## src/rtl/cfgcap_pkg.sv

```systemverilog
// Package: shared default widths for the configuration shadow capture block.
// Assumes: the broadcast address is the function field above the index field.
package cfgcap_pkg;
    localparam int unsigned FN_W_DEF   = 3;   // function number width
    localparam int unsigned IX_W_DEF   = 4;   // register index width
    localparam int unsigned WORD_W_DEF = 32;  // register word width
    localparam int unsigned DLY_DEF    = 4;   // cycles from strobe change to sample
endpackage

```

## src/rtl/cfgcap_toggle_det.sv

```systemverilog
// Module: detects any level change of a toggle-style strobe.
// Assumes: the strobe is synchronous to clk. The level seen on the first
// clock after reset is taken as the reference and is not reported as a change.
module cfgcap_toggle_det (
    input  logic clk,
    input  logic rst_n,
    input  logic stb_i,
    output logic chg_o
);
    logic stb_q;
    logic seeded_q;

    // Purpose: remember the previous strobe level and note that it is known.
    always_ff @(posedge clk) begin
        if (!rst_n) begin
            stb_q    <= 1'b0;
            seeded_q <= 1'b0;
        end else begin
            stb_q    <= stb_i;
            seeded_q <= 1'b1;
        end
    end

    // Purpose: flag a change in either direction once a reference level exists.
    always_comb begin
        chg_o = seeded_q & (stb_i ^ stb_q);
    end
endmodule

```

## src/rtl/cfgcap_sample_timer.sv

```systemverilog
// Module: delays each strobe change by DLY cycles and then issues one sample
// strobe. A change that arrives while a sample is waiting restarts the delay
// and sets a sticky overrun flag.
// Assumes: 1 <= DLY <= 7, so the sample falls inside an eight-cycle slot.
module cfgcap_sample_timer #(
    parameter int unsigned DLY = 4
) (
    input  logic clk,
    input  logic rst_n,
    input  logic chg_i,
    output logic fire_o,
    output logic pending_o,
    output logic overrun_o
);
    localparam int unsigned CNT_W = (DLY > 1) ? $clog2(DLY) : 1;

    logic [CNT_W-1:0] cnt_q;
    logic             pend_q;
    logic             ovr_q;

    // Purpose: load, count down and clear the pending sample; record overruns.
    always_ff @(posedge clk) begin
        if (!rst_n) begin
            pend_q <= 1'b0;
            cnt_q  <= '0;
            ovr_q  <= 1'b0;
        end else if (chg_i) begin
            pend_q <= 1'b1;
            cnt_q  <= CNT_W'(DLY - 1);
            if (pend_q) begin
                ovr_q <= 1'b1;
            end
        end else if (pend_q) begin
            if (cnt_q == '0) begin
                pend_q <= 1'b0;
            end else begin
                cnt_q <= cnt_q - 1'b1;
            end
        end
    end

    // Purpose: sample when the count expires and no new change is present.
    always_comb begin
        fire_o    = pend_q & (cnt_q == '0) & ~chg_i;
        pending_o = pend_q;
        overrun_o = ovr_q;
    end
endmodule

```

## src/rtl/cfgcap_shadow_bank.sv

```systemverilog
// Module: shadow register file with one word and one valid bit per
// (function, index). One write port and one registered read port.
// Assumes: a read of the entry being written in the same cycle returns the
// old contents. Word storage is not reset, and only the valid bits clear.
module cfgcap_shadow_bank #(
    parameter int unsigned FN_W   = 3,
    parameter int unsigned IX_W   = 4,
    parameter int unsigned WORD_W = 32
) (
    input  logic              clk,
    input  logic              rst_n,
    input  logic              wr_en_i,
    input  logic [FN_W-1:0]   wr_fn_i,
    input  logic [IX_W-1:0]   wr_ix_i,
    input  logic [WORD_W-1:0] wr_word_i,
    input  logic [FN_W-1:0]   rd_fn_i,
    input  logic [IX_W-1:0]   rd_ix_i,
    output logic [WORD_W-1:0] rd_word_o,
    output logic              rd_valid_o
);
    localparam int unsigned AW    = FN_W + IX_W;
    localparam int unsigned DEPTH = 1 << AW;

    logic [WORD_W-1:0] words_q [DEPTH];
    logic [DEPTH-1:0]  valid_q;
    logic [AW-1:0]     waddr;
    logic [AW-1:0]     raddr;

    // Purpose: form flat addresses from the function and index fields.
    always_comb begin
        waddr = {wr_fn_i, wr_ix_i};
        raddr = {rd_fn_i, rd_ix_i};
    end

    // Purpose: store captured words (no reset needed on data).
    always_ff @(posedge clk) begin
        if (wr_en_i) begin
            words_q[waddr] <= wr_word_i;
        end
    end

    // Purpose: track which entries hold a captured word since reset.
    always_ff @(posedge clk) begin
        if (!rst_n) begin
            valid_q <= '0;
        end else if (wr_en_i) begin
            valid_q[waddr] <= 1'b1;
        end
    end

    // Purpose: registered read of the requested entry and its valid bit.
    always_ff @(posedge clk) begin
        if (!rst_n) begin
            rd_word_o  <= '0;
            rd_valid_o <= 1'b0;
        end else begin
            rd_word_o  <= words_q[raddr];
            rd_valid_o <= valid_q[raddr];
        end
    end
endmodule

```

## src/rtl/cfg_shadow_capture.sv

```systemverilog
// Module: top of the configuration shadow capture block. It detects strobe
// changes, samples the broadcast word SAMPLE_DLY cycles later, writes it into
// the shadow bank and announces the write with a one-cycle pulse.
// Assumes: address, data and strobe are synchronous to clk. Each slot lasts
// longer than SAMPLE_DLY cycles, and a shorter slot is reported as overrun.
module cfg_shadow_capture #(
    parameter int unsigned FN_W       = cfgcap_pkg::FN_W_DEF,
    parameter int unsigned IX_W       = cfgcap_pkg::IX_W_DEF,
    parameter int unsigned DATA_W     = cfgcap_pkg::WORD_W_DEF,
    parameter int unsigned SAMPLE_DLY = cfgcap_pkg::DLY_DEF
) (
    input  logic                 clk,
    input  logic                 rst_n,
    input  logic [FN_W+IX_W-1:0] cfg_addr_i,
    input  logic [DATA_W-1:0]    cfg_data_i,
    input  logic                 cfg_tgl_i,
    input  logic [FN_W-1:0]      rd_fn_i,
    input  logic [IX_W-1:0]      rd_ix_i,
    output logic [DATA_W-1:0]    rd_data_o,
    output logic                 rd_valid_o,
    output logic                 upd_o,
    output logic [FN_W-1:0]      upd_fn_o,
    output logic [IX_W-1:0]      upd_ix_o,
    output logic                 overrun_o
);
    localparam int unsigned AW = FN_W + IX_W;

    logic            tgl_edge;
    logic            fire;
    logic            pending_w;
    logic [FN_W-1:0] cap_fn;
    logic [IX_W-1:0] cap_ix;

    // Purpose: split the broadcast address into its function and index fields.
    always_comb begin
        cap_fn = cfg_addr_i[AW-1:IX_W];
        cap_ix = cfg_addr_i[IX_W-1:0];
    end

    cfgcap_toggle_det u_det (
        .clk   (clk),
        .rst_n (rst_n),
        .stb_i (cfg_tgl_i),
        .chg_o (tgl_edge)
    );

    cfgcap_sample_timer #(
        .DLY (SAMPLE_DLY)
    ) u_tmr (
        .clk       (clk),
        .rst_n     (rst_n),
        .chg_i     (tgl_edge),
        .fire_o    (fire),
        .pending_o (pending_w),
        .overrun_o (overrun_o)
    );

    cfgcap_shadow_bank #(
        .FN_W   (FN_W),
        .IX_W   (IX_W),
        .WORD_W (DATA_W)
    ) u_bank (
        .clk        (clk),
        .rst_n      (rst_n),
        .wr_en_i    (fire),
        .wr_fn_i    (cap_fn),
        .wr_ix_i    (cap_ix),
        .wr_word_i  (cfg_data_i),
        .rd_fn_i    (rd_fn_i),
        .rd_ix_i    (rd_ix_i),
        .rd_word_o  (rd_data_o),
        .rd_valid_o (rd_valid_o)
    );

    // Purpose: announce each completed capture with its entry address.
    always_ff @(posedge clk) begin
        if (!rst_n) begin
            upd_o    <= 1'b0;
            upd_fn_o <= '0;
            upd_ix_o <= '0;
        end else begin
            upd_o <= fire;
            if (fire) begin
                upd_fn_o <= cap_fn;
                upd_ix_o <= cap_ix;
            end
        end
    end
endmodule

```

## config.mk

```make
export PLATFORM = sky130hd
export DESIGN_NAME = cfg_shadow_capture
export DESIGN_NICKNAME = d
export VERILOG_FILES = /design/src/rtl/cfgcap_pkg.sv /design/src/rtl/cfgcap_toggle_det.sv /design/src/rtl/cfgcap_sample_timer.sv /design/src/rtl/cfgcap_shadow_bank.sv /design/src/rtl/cfg_shadow_capture.sv
export SDC_FILE = /design/constraint.sdc
export NUM_CORES = 2
export LEC_CHECK = 0
export BUFFER_PORTS_ARGS = -buffer_cell sky130_fd_sc_hd__buf_2
export CAP_MARGIN = 20
export CORE_MARGIN = 3
export CORE_UTILIZATION = 30
export CTS_BUF_LIST = sky130_fd_sc_hd__clkbuf_4 sky130_fd_sc_hd__clkbuf_8
export DETAILED_ROUTE_END_ITERATION = 12
export SETUP_SLACK_MARGIN = 0.3
export SLEW_MARGIN = 20
export SYNTH_ARGS = -nofsm -noshare
export SYNTH_HDL_FRONTEND = slang
export SYNTH_SLANG_ARGS = --single-unit
```

## constraint.sdc

```tcl
create_clock -name clk -period 5 [get_ports clk]
set_input_delay 0.5 -clock clk [delete_from_list [all_inputs] [get_ports clk]]
set_output_delay 0.5 -clock clk [all_outputs]
set_load 0.05 [all_outputs]
```

* Yosys cells after proc, flatten, opt, wreduce, memory -nomap -nowiden
Memory sizes are Yosys's and may differ from the RTL's. A register that Yosys moved wholly into a read port is not among the register bits. Index checks and enable logic that the tools add are counted.
Cells by class: add/subtract/negate cells 1, multipliers 0, div/mod/pow operators 0, order comparisons 3, eq/ne operators 1, shift-type cells 0, multiplexer cells 13, bitwise operators 6, reduce and logical (&&, ||, !) cells 6
Operators with widths (count):
- $or 128x128->128 | 1
- $lt 7x8->1 const B | 2
- $mux 1 | 8
- $bmux 1 s7 | 1
- $demux 1 s7 | 1
- $ge 7x1->1 const B | 1
- $mux 2 | 3
- $reduce_and 2->1 | 2
- $and 1x1->1 | 3
- $logic_not 2->1 | 1
- $ne 2x1->1 const B | 1
- $reduce_bool 2->1 | 1
- $sub 2x1->2 const B | 1
- $logic_and 1x1->1 | 1
- $logic_not 1->1 | 1
- $not 1->1 | 1
- $xor 1x1->1 | 1
Word-level totals: register bits 143, latch bits 0, memory bits (writable) 4096, memory bits (read-only) 0, input port bits 49, output and inout bits 42, memories kept 1
Memories:
- u_bank.words_q | depth 128, width 32, rd ports 1, clocked after Yosys merged registers in 1, write ports 1, RTL line cfgcap_shadow_bank.sv:24 | logic [WORD_W-1:0] words_q [DEPTH];

* Longest topological paths before layout
word-level depth 6, depth in mapped cells 10, gate-level depth less buffers 8

* Cells and area by module
Synthesis repeated with hierarchy kept, for this count alone.
Unflattened totals: cell total of the unflattened synthesis 8298, area, all modules 163765.8 µm²
Modules (own cells, without submodules):
- cfgcap_shadow_bank | times used 1, cells each 8251, area each 163221.5 µm²
- cfg_shadow_capture | times used 1, cells each 24, area each 292.8 µm²
- cfgcap_sample_timer | times used 1, cells each 18, area each 188.9 µm²
- cfgcap_toggle_det | times used 1, cells each 5, area each 62.6 µm²

* Least setup slack after synthesis
No wires, ideal clock.
path kind input to register, start input cfg_tgl_i, end memory u_bank.words_q[104][0], enable pin, arrival time 3202 ps, required time 4577 ps, setup slack 1376 ps, stages 6, path buffers 1, cell sequence xor2_1 -> a21oi_2 -> nor2b_1 -> clkbuf_1 -> nand4_1 -> nor2_1
Between the ends: longest elaborated chain between the ends 6
Ends and longest elaborated chain:
- start: declaration | RTL line cfg_shadow_capture.sv:16 | input logic cfg_tgl_i,
- $xor 1x1->1 | RTL line cfgcap_toggle_det.sv:26 | chg_o = seeded_q & (stb_i ^ stb_q);
- $and 1x1->1 | RTL line cfgcap_toggle_det.sv:26
- $not 1->1 | RTL line cfgcap_sample_timer.sv:44 | fire_o = pend_q & (cnt_q == '0) & ~chg_i;
- $and 1x1->1 | RTL line cfgcap_sample_timer.sv:44
- $mux 1 | RTL line cfgcap_shadow_bank.sv:37 | if (wr_en_i) begin
- $mux 1 (implied by the code) | RTL line cfgcap_shadow_bank.sv:38 | words_q[waddr] <= wr_word_i;
- end: declaration | RTL line cfgcap_shadow_bank.sv:24
Every way passes these cells.

* Worst setup path in the final report
start register u_tmr.cnt_q[0], end memory u_bank.words_q[7][21], enable pin
Between the ends: longest elaborated chain between the ends 5
Ends and longest elaborated chain:
- start: declaration | RTL line cfgcap_sample_timer.sv:17 | logic [CNT_W-1:0] cnt_q;
- start signal: assignment | RTL line cfgcap_sample_timer.sv:29 | cnt_q <= CNT_W'(DLY - 1);
- start signal: assignment | RTL line cfgcap_sample_timer.sv:37 | cnt_q <= cnt_q - 1'b1;
- $logic_not 2->1 | RTL line cfgcap_sample_timer.sv:44
- $and 1x1->1 (2 in series) | RTL line cfgcap_sample_timer.sv:44
- $mux 1 | RTL line cfgcap_shadow_bank.sv:37
- $mux 1 (implied by the code) | RTL line cfgcap_shadow_bank.sv:38
Every way passes these cells.

==> summary.md <==
| Metric | Value |
|---|---|
| Run status | `finished, final reports clean` |
| Hold Vio Cnt, Final | `0` |
| DRT Pass-1 Iters | `6` |
| # clock sinks | `4271` |
| Num ports | `91` |
| Area of the core | `533000 µm²` |
| Distinct cells, synth | `48` |
| Arr. time, crit path | `4950 ps` |
| Residual DRC count | `0` |
| Worst slew pin tran | `1190 ps` |
| Die X | `738 µm` |
| Req. time, crit path | `5850 ps` |
| Crit start category | `register` |
| Design area | `187000 µm²` |
| Post-DP HPWL | `277000 µm` |
| Clock-pin slew on the worst setup and hold paths | `60 ps` |
| Filler Cell Count | `49000` |
| Routed WL per cell | `29.3 µm` |
| CTS root buf | `clkbuf_8` |
| Mean area per synthesized cell | `22.0 µm²` |
| Largest net degree at the start of global routing | `129` |
| Crit. End Element | `register` |
| CTS buffer count | `669` |
| Wire length of the first global-routing pass | `649000 µm` |
| CTS tree | `built` |
| Mapped Nets | `7378` |
| Fmax | `244 MHz` |
| Multi-input logic area | `33500 µm²` |
| Maxcap violations | `0` |
| Worst hold path type | `primary input to register` |
| P_leak | `0.0588 µW` |
| Synth area leaders | `edfxtp_1, mux4_2, mux2i_1` |
| Die ar. | `545000 µm²` |
| Post-layout min period | `4100 ps` |
| #FFs+latches synth | `4271` |
| Peak VDD IR | `0.272 mV` |
| Total global routing overflow | `0` |
| DRT antenna net count | `0` |
| Synth Warn # | `0` |
| Seq/Total Area, Yosys | `78.6%` |
| 1st-iter DRT viols | `10800` |
| Reg area | `127000 µm²` |
| Vias per cell | `5.18` |
| Kind of critical path | `register to register` |
| Worst-skew pair later-pin latency | `1220 ps` |
| Final hold slack | `204 ps` |
| Mapped Area | `161000 µm²` |
| Final Max Tran Viols | `0` |
| Final Cycle Share | `82.0%` |
| Most common cell in the netlist | `edfxtp_1` |
| Setup TNS | `0 ps` |
| Synth Instances | `7328` |
| Yosys top cell area share | `76.4%` |
| Clock Path Buffers | `4` |
| Slew headroom | `20.2%` |
| Die height | `738 µm` |
| Initial Utilization | `30.2%` |
| Commonest cells in the netlist | `edfxtp_1, mux4_2, mux2i_1, a22oi_1, clkbuf_1` |
| Synth area leader | `edfxtp_1` |
| Via count | `82500` |
| Crit-path max FO | `16` |
| Number of cell rows | `268` |
| PwrDens | `381 nW/µm²` |
| Routed wire length | `467000 µm` |
| Htree depth | `6` |
| RSZ-0062 raised after global routing | `no` |
| Area growth syn-to-layout | `16.4%` |
| Layout cells sized above 1 | `30.3%` |
| Layout Nets | `8222` |
| Input/output buffers | `90` |
| Async S/R FF share, synth | `0%` |
| # Post-CTS Setup Buffers | `0` |
| EDFF count, synth | `4096` |
| Post-DP Area | `174000 µm²` |
| Initial antenna violation count | `64` |
| Final setup skew | `66.5 ps` |
| Number of global-route vias before repair | `83400` |
| GR Util All Layers | `16.6%` |
| Setup violations, final | `0` |
| Top_reg_cell synth | `edfxtp_1` |
| GPL Wtd Cong | `0.848` |
-- per-layer routing --
layer	vias to the layer above	global-route usage [%]	wire length, µm
met5	-	0	126
met4	20	5.77	17000
met3	755	4.04	45900
met2	4313	26.3	220000
met1	44400	22.2	184000
li1	33000	-	-
-- critical path: stages (launching register included) --
cell     delay, ps
dfxtp_1        330
inv_1           70
ha_1           190
nand2_1         90
a21oi_2        370
buf_4          310
nor2b_1        500
nand2_1        730
nor2_4         830
buf_4          330
-- cells by family after synthesis --
family	synth area share [%]
and+or+nand+nor	1.63
buffers and inverters	1.24
AOI/OAI and AO/OA	3.79
xor gates and xnor gates	0.0109
muxes	14.7
DFF	78.6
adders and majority gates	0.00777
-- worst paths after layout --
| path | slack (ps) | from | endpoint | depth (start not counted) |
|---|---|---|---|---|
| hold reg to reg | 460 | u_bank.valid_q[49] | u_bank.valid_q[49] | 1 |
| hold / removal | 200 | cfg_data_i[4] | u_bank.words_q[24][4] | 2 |
| setup reg to reg | 900 | u_tmr.cnt_q[0] | u_bank.words_q[7][21] | 9 |
| setup / recovery | 900 | u_tmr.cnt_q[0] | u_bank.words_q[7][21] | 9 |
-- flip-flops by register name, summed over array words and instances (netlist names) --
signal / flops
u_bank.rd_valid_o: 1
u_bank.rd_word_o: 32
u_bank.valid_q: 128
u_bank.words_q: 4096
u_det.seeded_q: 1
u_det.stb_q: 1
u_tmr.cnt_q: 2
u_tmr.overrun_o: 1
u_tmr.pending_o: 1
upd_fn_o: 3
upd_ix_o: 4
upd_o: 1
-- per-stage QoR --
stage,power (µW),util (%),worst slack [ps],cells
after floorplan,41600,-,1380,7328
after global placement,43300,32.5,642,14600
after detailed placement,43300,32.5,636,14600
after CTS,71900,35.1,976,15900
after global routing,73600,35.1,832,15900
final,71300,35.1,899,15900
-- repair_timing --
| item | in CTS | in global routing |
|---|---|---|
| hold buffers | 45 | 1 |
| hold endpoints to repair | 1672 | 61 |
| resized for setup | 0 | 0 |
-- report_power, final --
part           total [µW]  internal [µW]  switching, µW
clock               28700          15200          13500
combinational        3330           1080           2250
sequential          39300          39200           47.8
total               71300          55500          15800
-- layout by cell type, fill, tap and decap left out, types with 60 or more instances in the layout --
| cell type | instances |
|---|---|
| a22oi_1 | 411 |
| buf_4 | 439 |
| clkbuf_4 | 269 |
| clkbuf_8 | 705 |
| clkinv_1 | 144 |
| dfxtp_1 | 175 |
| diode_2 | 60 |
| edfxtp_1 | 4096 |
| mux2i_1 | 417 |
| mux4_2 | 865 |
| nand2_1 | 60 |
| nand3_1 | 75 |
| nand4_1 | 95 |
| nor2_4 | 130 |
| o21a_1 | 129 |
| o21ai_0 | 63 |
-- cell type report --
class / count / area share, %
tap: 7155 / 4.78
sequential: 4271 / 67.5
multi-input combinational: 2628 / 17.9
clock buffer: 974 / 6.26
timing repair buffer: 599 / 2.80
antenna: 60 / 0.0801
inverter: 3 / 0.00601
clock inverter: 233 / 0.680
Note: power is estimated with default switching activity, not from simulation.
